--- src/rtl/i2ct_pkg.sv ---
package i2ct_pkg;
  localparam int BYTE_W = 8;
  localparam int DEVA_W = 7;
  localparam int FRAME_BYTES = 3;

  typedef struct packed {
    logic shiftIn;
    logic loadTx;
    logic shiftTx;
    logic saveCmd;
    logic saveHi;
    logic commit;
  } dpStrobe_t;

  typedef enum logic [2:0] {
    S_IDLE, S_ADDR, S_WRX, S_ACK, S_TX, S_MACK, S_SKIP
  } busState_t;
endpackage

--- src/rtl/i2ct_sync.sv ---
module i2ct_sync #(
  parameter int STAGES = 2
) (
  input  logic clk,
  input  logic rstN,
  input  logic din,
  output logic dout
);
  logic [STAGES-1:0] chain;

  always_ff @(posedge clk or negedge rstN) begin
    if (!rstN) chain <= '1;
    else       chain <= {chain[STAGES-2:0], din};
  end

  assign dout = chain[STAGES-1];
endmodule

--- src/rtl/i2ct_dp.sv ---
module i2ct_dp
  import i2ct_pkg::*;
(
  input  logic                clk,
  input  logic                rstN,
  input  dpStrobe_t           strb,
  input  logic                sdaS,
  input  logic [BYTE_W-1:0]   statusIn,
  output logic [BYTE_W-1:0]   rxByte,
  output logic                txMsb,
  output logic [BYTE_W-1:0]   cmdOut,
  output logic [2*BYTE_W-1:0] addrOut,
  output logic                cmdValid
);
  logic [BYTE_W-1:0] txReg;
  logic [BYTE_W-1:0] cmdBuf;
  logic [BYTE_W-1:0] hiBuf;

  always_ff @(posedge clk or negedge rstN) begin
    if (!rstN) begin
      rxByte   <= '0;
      txReg    <= '1;
      cmdBuf   <= '0;
      hiBuf    <= '0;
      cmdOut   <= '0;
      addrOut  <= '0;
      cmdValid <= 1'b0;
    end else begin
      if (strb.shiftIn) rxByte <= {rxByte[BYTE_W-2:0], sdaS};
      if (strb.loadTx)       txReg <= statusIn;
      else if (strb.shiftTx) txReg <= {txReg[BYTE_W-2:0], 1'b1};
      if (strb.saveCmd) cmdBuf <= rxByte;
      if (strb.saveHi)  hiBuf  <= rxByte;
      if (strb.commit) begin
        cmdOut  <= cmdBuf;
        addrOut <= {hiBuf, rxByte};
      end
      cmdValid <= strb.commit;
    end
  end

  assign txMsb = txReg[BYTE_W-1];

  // the strobe never lasts two cycles
  p_pulse_once_r5: assert property (@(posedge clk) disable iff (!rstN)
    cmdValid |=> !cmdValid);

  // outputs hold whenever there is no strobe
  p_hold_r5: assert property (@(posedge clk) disable iff (!rstN)
    !cmdValid |-> $stable({cmdOut, addrOut}));
endmodule

--- src/rtl/i2ct_ctrl.sv ---
module i2ct_ctrl
  import i2ct_pkg::*;
#(
  parameter logic [DEVA_W-1:0] DEV_ADDR = 7'h48
) (
  input  logic              clk,
  input  logic              rstN,
  input  logic              sclS,
  input  logic              sdaS,
  input  logic [BYTE_W-1:0] rxByte,
  input  logic              txMsb,
  output dpStrobe_t         strb,
  output logic              sdaOe
);
  localparam int CNT_W = $clog2(BYTE_W + 1);
  localparam logic [CNT_W-1:0] FULL = CNT_W'(BYTE_W);
  localparam logic [CNT_W-1:0] LAST = CNT_W'(BYTE_W - 1);
  localparam int IDX_W = $clog2(FRAME_BYTES);
  localparam logic [IDX_W-1:0] LOW_IDX = IDX_W'(FRAME_BYTES - 1);

  busState_t state, nState;
  logic [CNT_W-1:0] cnt, nCnt;
  logic [IDX_W-1:0] byteIdx, nIdx;
  logic isRead, nRead, addrPhase, nAddrPh, mAck, nMAck;
  logic sclP, sdaP;
  logic sclRise, sclFall, startDet, stopDet;

  always_ff @(posedge clk or negedge rstN) begin
    if (!rstN) begin
      sclP <= 1'b1;
      sdaP <= 1'b1;
    end else begin
      sclP <= sclS;
      sdaP <= sdaS;
    end
  end

  assign sclRise  = sclS & ~sclP;
  assign sclFall  = ~sclS & sclP;
  assign startDet = sclS & sclP & sdaP & ~sdaS;
  assign stopDet  = sclS & sclP & ~sdaP & sdaS;

  always_comb begin
    nState  = state;
    nCnt    = cnt;
    nIdx    = byteIdx;
    nRead   = isRead;
    nAddrPh = addrPhase;
    nMAck   = mAck;
    strb    = '0;
    if (startDet) begin
      nState = S_ADDR;
      nCnt   = '0;
    end else if (stopDet) begin
      nState = S_IDLE;
    end else begin
      case (state)
        S_ADDR, S_WRX: begin
          if (sclRise && cnt != FULL) begin
            strb.shiftIn = 1'b1;
            nCnt = cnt + 1'b1;
          end else if (sclFall && cnt == FULL) begin
            nCnt = '0;
            if (state == S_ADDR) begin
              if (rxByte[BYTE_W-1 -: DEVA_W] == DEV_ADDR) begin
                nState  = S_ACK;
                nRead   = rxByte[0];
                nAddrPh = 1'b1;
              end else begin
                nState = S_SKIP;
              end
            end else begin
              nState       = S_ACK;
              nAddrPh      = 1'b0;
              strb.saveCmd = (byteIdx == '0);
              strb.saveHi  = (byteIdx == IDX_W'(1));
            end
          end
        end
        S_ACK: begin
          if (sclFall) begin
            if (addrPhase) begin
              if (isRead) begin
                strb.loadTx = 1'b1;
                nState = S_TX;
              end else begin
                nState = S_WRX;
                nIdx   = '0;
              end
            end else if (byteIdx == LOW_IDX) begin
              strb.commit = 1'b1;
              nState = S_SKIP;
            end else begin
              nIdx   = byteIdx + 1'b1;
              nState = S_WRX;
            end
          end
        end
        S_TX: begin
          if (sclFall) begin
            strb.shiftTx = 1'b1;
            if (cnt == LAST) begin
              nCnt   = '0;
              nState = S_MACK;
            end else begin
              nCnt = cnt + 1'b1;
            end
          end
        end
        S_MACK: begin
          if (sclRise) nMAck = ~sdaS;
          else if (sclFall) begin
            if (mAck) begin
              strb.loadTx = 1'b1;
              nState = S_TX;
            end else begin
              nState = S_SKIP;
            end
          end
        end
        default: ;
      endcase
    end
  end

  always_ff @(posedge clk or negedge rstN) begin
    if (!rstN) begin
      state     <= S_IDLE;
      cnt       <= '0;
      byteIdx   <= '0;
      isRead    <= 1'b0;
      addrPhase <= 1'b0;
      mAck      <= 1'b0;
    end else begin
      state     <= nState;
      cnt       <= nCnt;
      byteIdx   <= nIdx;
      isRead    <= nRead;
      addrPhase <= nAddrPh;
      mAck      <= nMAck;
    end
  end

  assign sdaOe = (state == S_ACK) | ((state == S_TX) & ~txMsb);

  // a start always restarts address reception
  p_start_addr_r8: assert property (@(posedge clk) disable iff (!rstN)
    startDet |=> (state == S_ADDR && cnt == '0));

  // a stop always returns to idle
  p_stop_idle_r2: assert property (@(posedge clk) disable iff (!rstN)
    (stopDet && !startDet) |=> state == S_IDLE);

  // data is only sent in a read transaction
  p_tx_read_r9: assert property (@(posedge clk) disable iff (!rstN)
    (state == S_TX || state == S_MACK) |-> isRead);

  // the bit counter never passes a full byte
  p_cnt_bound_r4: assert property (@(posedge clk) disable iff (!rstN)
    cnt <= FULL);
endmodule

--- src/rtl/i2c_cmd_target.sv ---
module i2c_cmd_target
  import i2ct_pkg::*;
#(
  parameter logic [DEVA_W-1:0] DEV_ADDR    = 7'h48,
  parameter int                SYNC_STAGES = 2
) (
  input  logic                clk,
  input  logic                rstN,
  input  logic                sclIn,
  input  logic                sdaIn,
  output logic                sdaOe,
  input  logic [BYTE_W-1:0]   statusIn,
  output logic [BYTE_W-1:0]   cmdOut,
  output logic [2*BYTE_W-1:0] addrOut,
  output logic                cmdValid
);
  logic sclS, sdaS, txMsb;
  logic [BYTE_W-1:0] rxByte;
  dpStrobe_t strb;

  i2ct_sync #(.STAGES(SYNC_STAGES)) u_sclSync (
    .clk(clk), .rstN(rstN), .din(sclIn), .dout(sclS));
  i2ct_sync #(.STAGES(SYNC_STAGES)) u_sdaSync (
    .clk(clk), .rstN(rstN), .din(sdaIn), .dout(sdaS));

  i2ct_ctrl #(.DEV_ADDR(DEV_ADDR)) u_ctrl (
    .clk(clk), .rstN(rstN), .sclS(sclS), .sdaS(sdaS),
    .rxByte(rxByte), .txMsb(txMsb), .strb(strb), .sdaOe(sdaOe));

  i2ct_dp u_dp (
    .clk(clk), .rstN(rstN), .strb(strb), .sdaS(sdaS),
    .statusIn(statusIn), .rxByte(rxByte), .txMsb(txMsb),
    .cmdOut(cmdOut), .addrOut(addrOut), .cmdValid(cmdValid));
endmodule

--- config.mk ---
export PLATFORM = sky130hd
export DESIGN_NAME = i2c_cmd_target
export DESIGN_NICKNAME = d
export VERILOG_FILES = /design/src/rtl/i2ct_pkg.sv /design/src/rtl/i2ct_sync.sv /design/src/rtl/i2ct_dp.sv /design/src/rtl/i2ct_ctrl.sv /design/src/rtl/i2c_cmd_target.sv
export SDC_FILE = /design/constraint.sdc
export NUM_CORES = 1
export LEC_CHECK = 0
export ABC_AREA = 1
export BUFFER_PORTS_ARGS = -buffer_cell sky130_fd_sc_hd__buf_4
export CAP_MARGIN = 20
export CORE_MARGIN = 2
export CORE_UTILIZATION = 55
export CTS_BUF_LIST = sky130_fd_sc_hd__clkbuf_8
export DETAILED_ROUTE_END_ITERATION = 10
export PLACE_DENSITY = 0.76
export SETUP_SLACK_MARGIN = 0.2
export SLEW_MARGIN = 10
export SYNTH_ARGS = -nofsm -noshare
export SYNTH_HDL_FRONTEND = slang
export SYNTH_SLANG_ARGS = --single-unit
--- constraint.sdc ---
create_clock -name clk -period 3.2 [get_ports clk]
set_clock_uncertainty 0.15 [all_clocks]
set_input_delay 0.48 -clock clk [delete_from_list [all_inputs] [get_ports clk]]
set_output_delay 0.48 -clock clk [all_outputs]
set_load 0.01 [all_outputs]
==> summary by stage, run 1 <==
Global route
The number of antenna violations at the first check in global routing is 0. The first-pass GRT wire length is 10700 µm. The global router's overall resource usage is 21.0%. The maximum number of pins on one net before global-route repair is 76. The overall overflow remaining after global route is 0.

The via count of the first global-routing pass is 2336.

Place
The congestion estimate from routability-driven global placement came to 0.931. The count of input and output buffers is 37. Once detailed placement completed, the half-perimeter wirelength came to 4320 µm.

Critical path
In this run the critical register-to-register path is launched from u_sclSync.chain[1]. In this run the worst setup path begins at u_ctrl.state[0]. The endpoint identified for the worst register-to-register timing path is u_dp.addrOut[11]. The reg-to-reg setup timing slack is 1.06 ns.

Along the worst path, the maximum fanout reaches 7. The endpoint of the worst setup timing path is sdaOe. At the worst endpoint, the required time is 2.57 ns.

The cell depth of the worst flop-to-flop path is 7. The worst path arrival time is 1.60 ns. The worst setup path is captured at an output port. The sort of element at the start of the critical path is a register. The category of the most critical setup path is register to output port.

Route
In the routed layout, each cell is associated on average with a via count of 4.95. The total length of routed wires is 6450 µm. The total DRC errors in the routed layout is 0.

The count of nets left with antenna violations once routing finished came out at 0. The routed via count is 2532. Dividing the detail-routed wire length by the instance count gives 12.6 µm.

The initial detailed-routing violation count is 159. Before antenna repair, the detailed router went through 4 iterations.

Final layout
Relative to the synthesized area, the layout overhead comes to 16.0%. The number of antenna cells inserted is 0. For this run, the post-layout net count is 448. The fraction of final layout cells sized beyond drive strength 1 is 24.1%. After filler insertion, the fill cell instance count of the layout stands at 511. The share of the core filled with cells in the final layout is 66.4%.

CTS
The post-CTS setup-driven buffer insertion count is 0. The count of hold buffers inserted by post-cts repair is 0. The clock tree root buffer cell is clkbuf_8.

The CTS tree is done. The clock-pin slew on the worst setup and hold paths is 0.07 ns. The total number of H-tree levels is 3. In this run the deepest clock path goes through 2 buffers. The tree built by TritonCTS fans out to 75 sinks. Counting the buffers created by CTS gives 9.

The clock insertion delay at the later pin of the skew report is 0.35 ns. After clock tree synthesis, the repair step resized 0 gates.

Synth
The post-synthesis area per instance is 8.75 µm². The number of instances in the synthesized netlist is 390. The cell type contributing the most total cell area after synthesis is dfrtp_1. The synthesized netlist contains 30 unique library cells. The Yosys step of the flow raised 0 warnings.

The net count after synthesis is 407. The cell area that synthesis handed to floorplanning was 3410 µm². The share of synthesized area occupied by flip-flops and latches is 55.5%. After synthesis, the largest area contributor takes up 44.8% of total cell area.

The post-synthesis sequential element count is 75. Yosys attributes the largest share of cell area to dfrtp_1 45%, nand2_1 17%, dfstp_2 11%.

Pwr
The leakage power summed over all cells is 2.03 nW. The worst ir drop on vdd is 0.000336 V. Dividing total power by cell area gives a power density of 718 nW/µm².

Hold path
In this run the worst hold path is classified as input pin to register.

Die
The horizontal extent of the die is 82.8 µm. The effective utilization at floorplan is 57.3%. The number of top-level design ports is 38. The number of placement rows is 28.

The die footprint is 6850 µm². The die is 82.8 µm tall. After floorplanning, the core was sized to cover 5960 µm².

Status
The run finished with clean final reports.

STA
The final-report hold violation count is 0. The count of pins over their slew limit is 0. The worst-margin pin slew is 0.904 ns.

Static timing analysis puts the maximum clock frequency at 449 MHz. Setup violations remaining at the end of the flow were counted as 0. After layout, the minimum clock period comes to 2.23 ns. The worst max-slew margin expressed relative to the limit is 39.7%. Setup repair after global routing left no endpoint under its margin. The final clock period utilization by the worst path is 69.6%. Summed over all failing endpoints, the final setup total negative slack is 0 ns.

Run
The max capacitance violation total is 0.
==> sequential cells by signal, summed over array words and instances (netlist names) <==
register	cells
u_ctrl.sdaP	1
u_sdaSync.chain	2
u_sclSync.chain	2
u_ctrl.cnt	4
u_ctrl.sclP	1
u_dp.cmdBuf	8
u_dp.cmdOut	8
u_dp.hiBuf	8
u_ctrl.addrPhase	1
u_ctrl.state	3
u_ctrl.byteIdx	2
u_ctrl.mAck	1
u_dp.txReg	8
u_dp.rxByte	8
u_dp.addrOut	16
u_dp.cmdValid	1
u_ctrl.isRead	1
==> placed cells by master (no fill, tap or decap), drive strengths merged <==
master | netlist | final
nand2 | 158 | 158
dfrtp | 61 | 61
o21ai | 42 | 42
inv | 38 | 40
buf | 6 | 37
nor2 | 30 | 30
nand3 | 22 | 22
dfstp | 14 | 14
clkbuf | 1 | 10
ha | 5 | 5
nor3 | 3 | 3
a21oi | 2 | 2
bufinv | 0 | 2
clkinv | 1 | 2
nand4 | 2 | 2
nand3b | 1 | 1
xnor2 | 1 | 1
a211oi | 1 | 1
a22oi | 1 | 1
xor2 | 1 | 1
clkinvlp | 0 | 1
==> final cells by class <==
class,count,area [µm²],area share (%)
clock buffers,10,138,3.48
clock inverters,6,88.8,2.25
repair buffers,37,278,7.02
inverters,39,148,3.73
flip-flops and latches,75,1890,47.9
multi-input cells,269,1320,33.3
well taps,75,93.8,2.37
==> stage by stage <==
stage | hold slack [ns] | worst slack [ns] | power (mW) | cells | area [µm²]
floorplan | 0.0344 | 1.54 | 1.82 | 390 | 3410
global placement | 0.197 | 1.14 | 2.01 | 495 | 3730
global route | 0.0700 | 0.868 | 3.03 | 511 | 3960
detailed placement | 0.198 | 1.05 | 2.04 | 495 | 3730
CTS | 0.0694 | 0.981 | 2.86 | 511 | 3960
finish | 0.0844 | 0.972 | 2.84 | 511 | 3960
==> layer usage <==
layer	track usage (%)	part of all wire, %	routed length (µm)	vias to the layer above
met5	0	0	0	-
met4	9.67	1.8	115	0
met3	4.02	4.1	267	13
met2	31.6	45	2920	54
met1	29.3	49	3140	1158
li1	-	-	-	1307
==> cells by family (layout without fill, tap and decap cells) <==
| family | after synthesis | in the layout | share of synthesized area (%) |
|---|---|---|---|
| buf+inv | 46 | 92 | 5.87 |
| xor+xnor | 2 | 2 | 0.514 |
| compound gates | 46 | 46 | 8.66 |
| simple gates | 216 | 216 | 27.6 |
| fa+ha+maj | 5 | 5 | 1.83 |
| flops | 75 | 75 | 55.5 |
==> critical path, stage by stage, from the launching register on <==
cell and delay, ns:
dfrtp_1 0.44, nor2_1 0.17, nand2_1 0.20, o21ai_0 0.27
buf_4 0.16
==> power by group <==
group	switching (mW)	internal, mW
combinational	0.521	0.247
sequential	0.118	1.14
clock	0.351	0.461
==> cells in the mapped netlist <==
cell        n
nand2_1   153
dfrtp_1    61
inv_1      34
nor2_1     23
nand3_1    18
o21ai_0    18
o21ai_2    16
dfstp_2    14
o21ai_1     8
ha_1        5
nand2_2     5
inv_2       4
nor2_2      4
buf_2       3
buf_6       3
nand3_2     3
nor2_4      3
a21oi_1     2
nor3_1      2
a211oi_1    1
a22oi_1     1
clkbuf_1    1
clkinv_2    1
nand3_4     1
nand3b_1    1
nand4_1     1
nand4_2     1
nor3_4      1
xnor2_1     1
xor2_1      1
==> worst min path at each step <==
| stage | startpoint | end | slack (ns) | cells after the start |
|---|---|---|---|---|
| 5_1_grt | sdaIn | u_sdaSync.chain[0] | 0.07 | 1 |
| 3_5_place_dp | u_sdaSync.chain[0] | u_sdaSync.chain[1] | 0.20 | 0 |
| 6_report | sdaIn | u_sdaSync.chain[0] | 0.08 | 1 |
| 4_1_cts | sdaIn | u_sdaSync.chain[0] | 0.07 | 1 |
| 2_1_floorplan | rstN | u_ctrl.addrPhase | 0.03 | 0 |
| 3_3_place_gp | u_sdaSync.chain[0] | u_sdaSync.chain[1] | 0.20 | 0 |
(Power assumes the default switching activity.)
==> inputs of run 2 (changes only) <==
==> constraint.sdc (replaced) <==
create_clock -name clk -period 2.2 [get_ports clk]
set_clock_uncertainty 0.15 [all_clocks]
set_input_delay 0.33 -clock clk [delete_from_list [all_inputs] [get_ports clk]]
set_output_delay 0.33 -clock clk [all_outputs]
set_load 0.01 [all_outputs]
==> run 2 against run 1 <==
Non-clock buffer count rose by 7. Combinational power rose by 50%. Register-to-register slack got worse by 0.78 ns. Utilization increased by 0.99 points. Worst hold slack lost 0.026 ns. Count of clock-buffer cells in the layout fell by 1. Clock power increased by 28%. Largest cell class unchanged. Largest power group unchanged.
==> summary by stage, run 2 (same netlist as run 1, synthesis figures left out) <==
Route
In the routed layout, each cell is associated on average with a via count of 5.09. For this block, the routed nets add up to 6650 µm of wire. The total DRC errors in the routed layout is 0.

The initial detailed-routing violation count is 203. The detail route stage leaves a number of antenna-violating nets equal to 0. The routed layout has 2638 vias. The average detailed-routed wire length per instance is 12.8 µm.

Before antenna repair, the detailed router went through 5 iterations.

Die
The vertical die dimension is 82.8 µm. Row generation in the floorplan step produced 28 rows. The initial utilization of the core area, before any placement, comes to 57.3%. The area of the core is 5960 µm². The die footprint is 6850 µm². The number of top-level design ports is 38.

The horizontal extent of the die is 82.8 µm.

STA
The final setup slack of the worst path is 0.275 ns. The final-report hold violation count is 0. The total of endpoints with negative setup slack in the final report is 0. Setup repair after global routing could not meet its margin everywhere.

For the pin with the worst max-slew slack, the measured transition is 0.533 ns. The final clock period utilization by the worst path is 87.5%. The count of pins over their slew limit is 0. The sum of negative setup slack is 0 ns. Timing would allow up to 519 MHz. The minimum clock period after layout is 1.93 ns.

Headroom to the max-slew limit came out at 64.4%.

Final layout
Leaving out fill and tap cells, the most frequent cell in the layout is nand2_1. The area overhead of the layout relative to synthesis is 17.7%. u_dp.addrOut holds more flip-flops than any other register. The final net count is 455.

The register with the most flip-flops in the layout has 16 of them. In the layout the commonest cells are 152 x nand2_1, 61 x dfrtp_1, 39 x buf_4, 35 x inv_1, 21 x nor2_1. Counting the fill cells in the layout gives 494.

The filler-free cell count of the finished design is 518. The number of antenna cells inserted is 0. The fraction of final layout cells sized beyond drive strength 1 is 25.3%.

Run
The tool flagged a number of max-cap violations equal to 0.

CTS
The largest buffer count on any clock path is 2. The number of CTS-inserted buffers is 9. The clock-pin slew on the worst setup and hold paths is 0.08 ns. The total number of H-tree levels is 3. The clock insertion delay at the later pin of the skew report is 0.34 ns. The clock sink count is 75. The CTS tree is done. The tree is rooted in a clkbuf_8.

Critical path
The required time of the critical path is 1.72 ns. The sort of element at the start of the critical path is a register. The delay contributed by the slowest stage of the critical path is 0.45 ns. STA classifies the critical path endpoint as an output port. By startpoint and endpoint, the worst setup path is classified as register to output port. The worst path buffer plus inverter count is 1. Walking the worst path, the cells encountered are nor2_1, nand2_2, o21ai_0, buf_4. The worst path arrival time is 1.45 ns.

The largest fanout of any net on the critical path is 7. The kind of cell with the highest combined delay along the critical path is flip-flops. The slowest stage of the critical path belongs to the cell dfrtp_1.

Hold path
The path class of the lowest-slack min-delay path is input pin to register.

Place
The minimum setup slack after placement is 0.270 ns. The final RePlAce weighted congestion is 0.878. Detailed placement finished with a half-perimeter wire length of 4750 µm. Counting tap cells, the placed design contains a total of 499 instances. The count of input and output buffers is 37.

Global route
The total overflow left after global routing is 0. The via count of the first global-routing pass is 2367. Global routing used 21.4% of the available tracks across all layers.

The number of antenna violations at the first check in global routing came to 0. The first global-routing pass estimated 10900 µm of wire. The maximum number of pins on one net before global-route repair is 43.

Status
The flow ran to the end, and the final reports show no timing, DRC or antenna violations.

Pwr
Power spread over the standard cell area amounts to 1000 nW/µm². The clock network burns 25.8% of the power. Cell internal power was estimated by the tool at 2.57 mW. Summed over all cells, the static leakage comes to 2.06 nW. The switching share of power is 36.1%. Per report_power, the combinational group accounts for 28.6% of the total. The sequential power share is 45.6%.

The switching power is 1.45 mW. The worst ir drop on vdd is 0.000531 V.
## run 2: cell types whose count changed in the layout (fill, tap and decap cells not counted), sizes merged
cell         delta
clkinv          +1
clkbuf          -1
buf             +4
bufinv          -1
dlygate4sd3     +3
inv             +1
## run 2: per-stage QoR
step / cell area [µm²] / util [%] / power (mW) / hold WS [ns]
4_1_cts: 4010 / 67.3 / 4.04 / 0.0548
2_1_floorplan: 3410 / - / 2.64 / -0.116
3_3_place_gp: 3780 / 63.6 / 2.95 / 0.191
5_1_grt: 4020 / 67.4 / 4.30 / 0.0608
3_5_place_dp: 3780 / 63.6 / 2.99 / 0.199
6_report: 4020 / 67.4 / 4.02 / 0.0586
## run 2: worst min-delay path, cell delays in order
cell and delay [ns]:
buf_4 0.08, a22oi_1 0.05, nand2_1 0.06
## run 2: worst paths after layout
kind                                    start                 end  slack [ns]  cells after the start
setup / recovery              u_ctrl.state[1]               sdaOe        0.27                      4
hold / removal                    statusIn[6]       u_dp.txReg[6]        0.06                      3
setup reg to reg                u_ctrl.cnt[0]       u_dp.hiBuf[4]        0.28                      7
hold reg to reg            u_sclSync.chain[0]  u_sclSync.chain[1]        0.21                      0
max in group asynchronous                rstN       u_dp.txReg[3]        0.89                      3
min in group asynchronous                rstN     u_dp.addrOut[5]        0.35                      2
## run 2: repair_timing
item	CTS	global route
buffers inserted	0	0
endpoints found under the hold margin	42	0
setup endpoints to repair	0	20
gates resized for setup	0	3
hold buffers	3	0
## run 2: layout make-up
type / count / area, µm² / area share [%]
inverters: 39 / 148 / 3.68
flip-flops and latches: 75 / 1890 / 47.2
clock inverters: 7 / 68.8 / 1.71
clock buffers: 9 / 124 / 3.09
multi-input cells: 269 / 1320 / 33.0
repair buffers: 44 / 363 / 9.04
well taps: 75 / 93.8 / 2.34
## run 2: metal layers
metal / vias to the layer above / track usage, % / routed length, µm
met4: 0 / 9.67 / 127
met5: - / 0 / 0
met2: 46 / 32.9 / 3140
li1: 1320 / - / -
met1: 1261 / 29.8 / 3170
met3: 11 / 3.70 / 223
## run 2: power by group through the flow
| stage | combinational, mW | clock (mW) | sequential (mW) |
|---|---|---|---|
| floorplan | 0.813 | 0 | 1.83 |
| global placement | 1.10 | 0 | 1.85 |
| detailed placement | 1.13 | 0 | 1.86 |
| CTS | 1.14 | 1.06 | 1.84 |
| global route | 1.32 | 1.11 | 1.87 |
| finish | 1.15 | 1.04 | 1.84 |
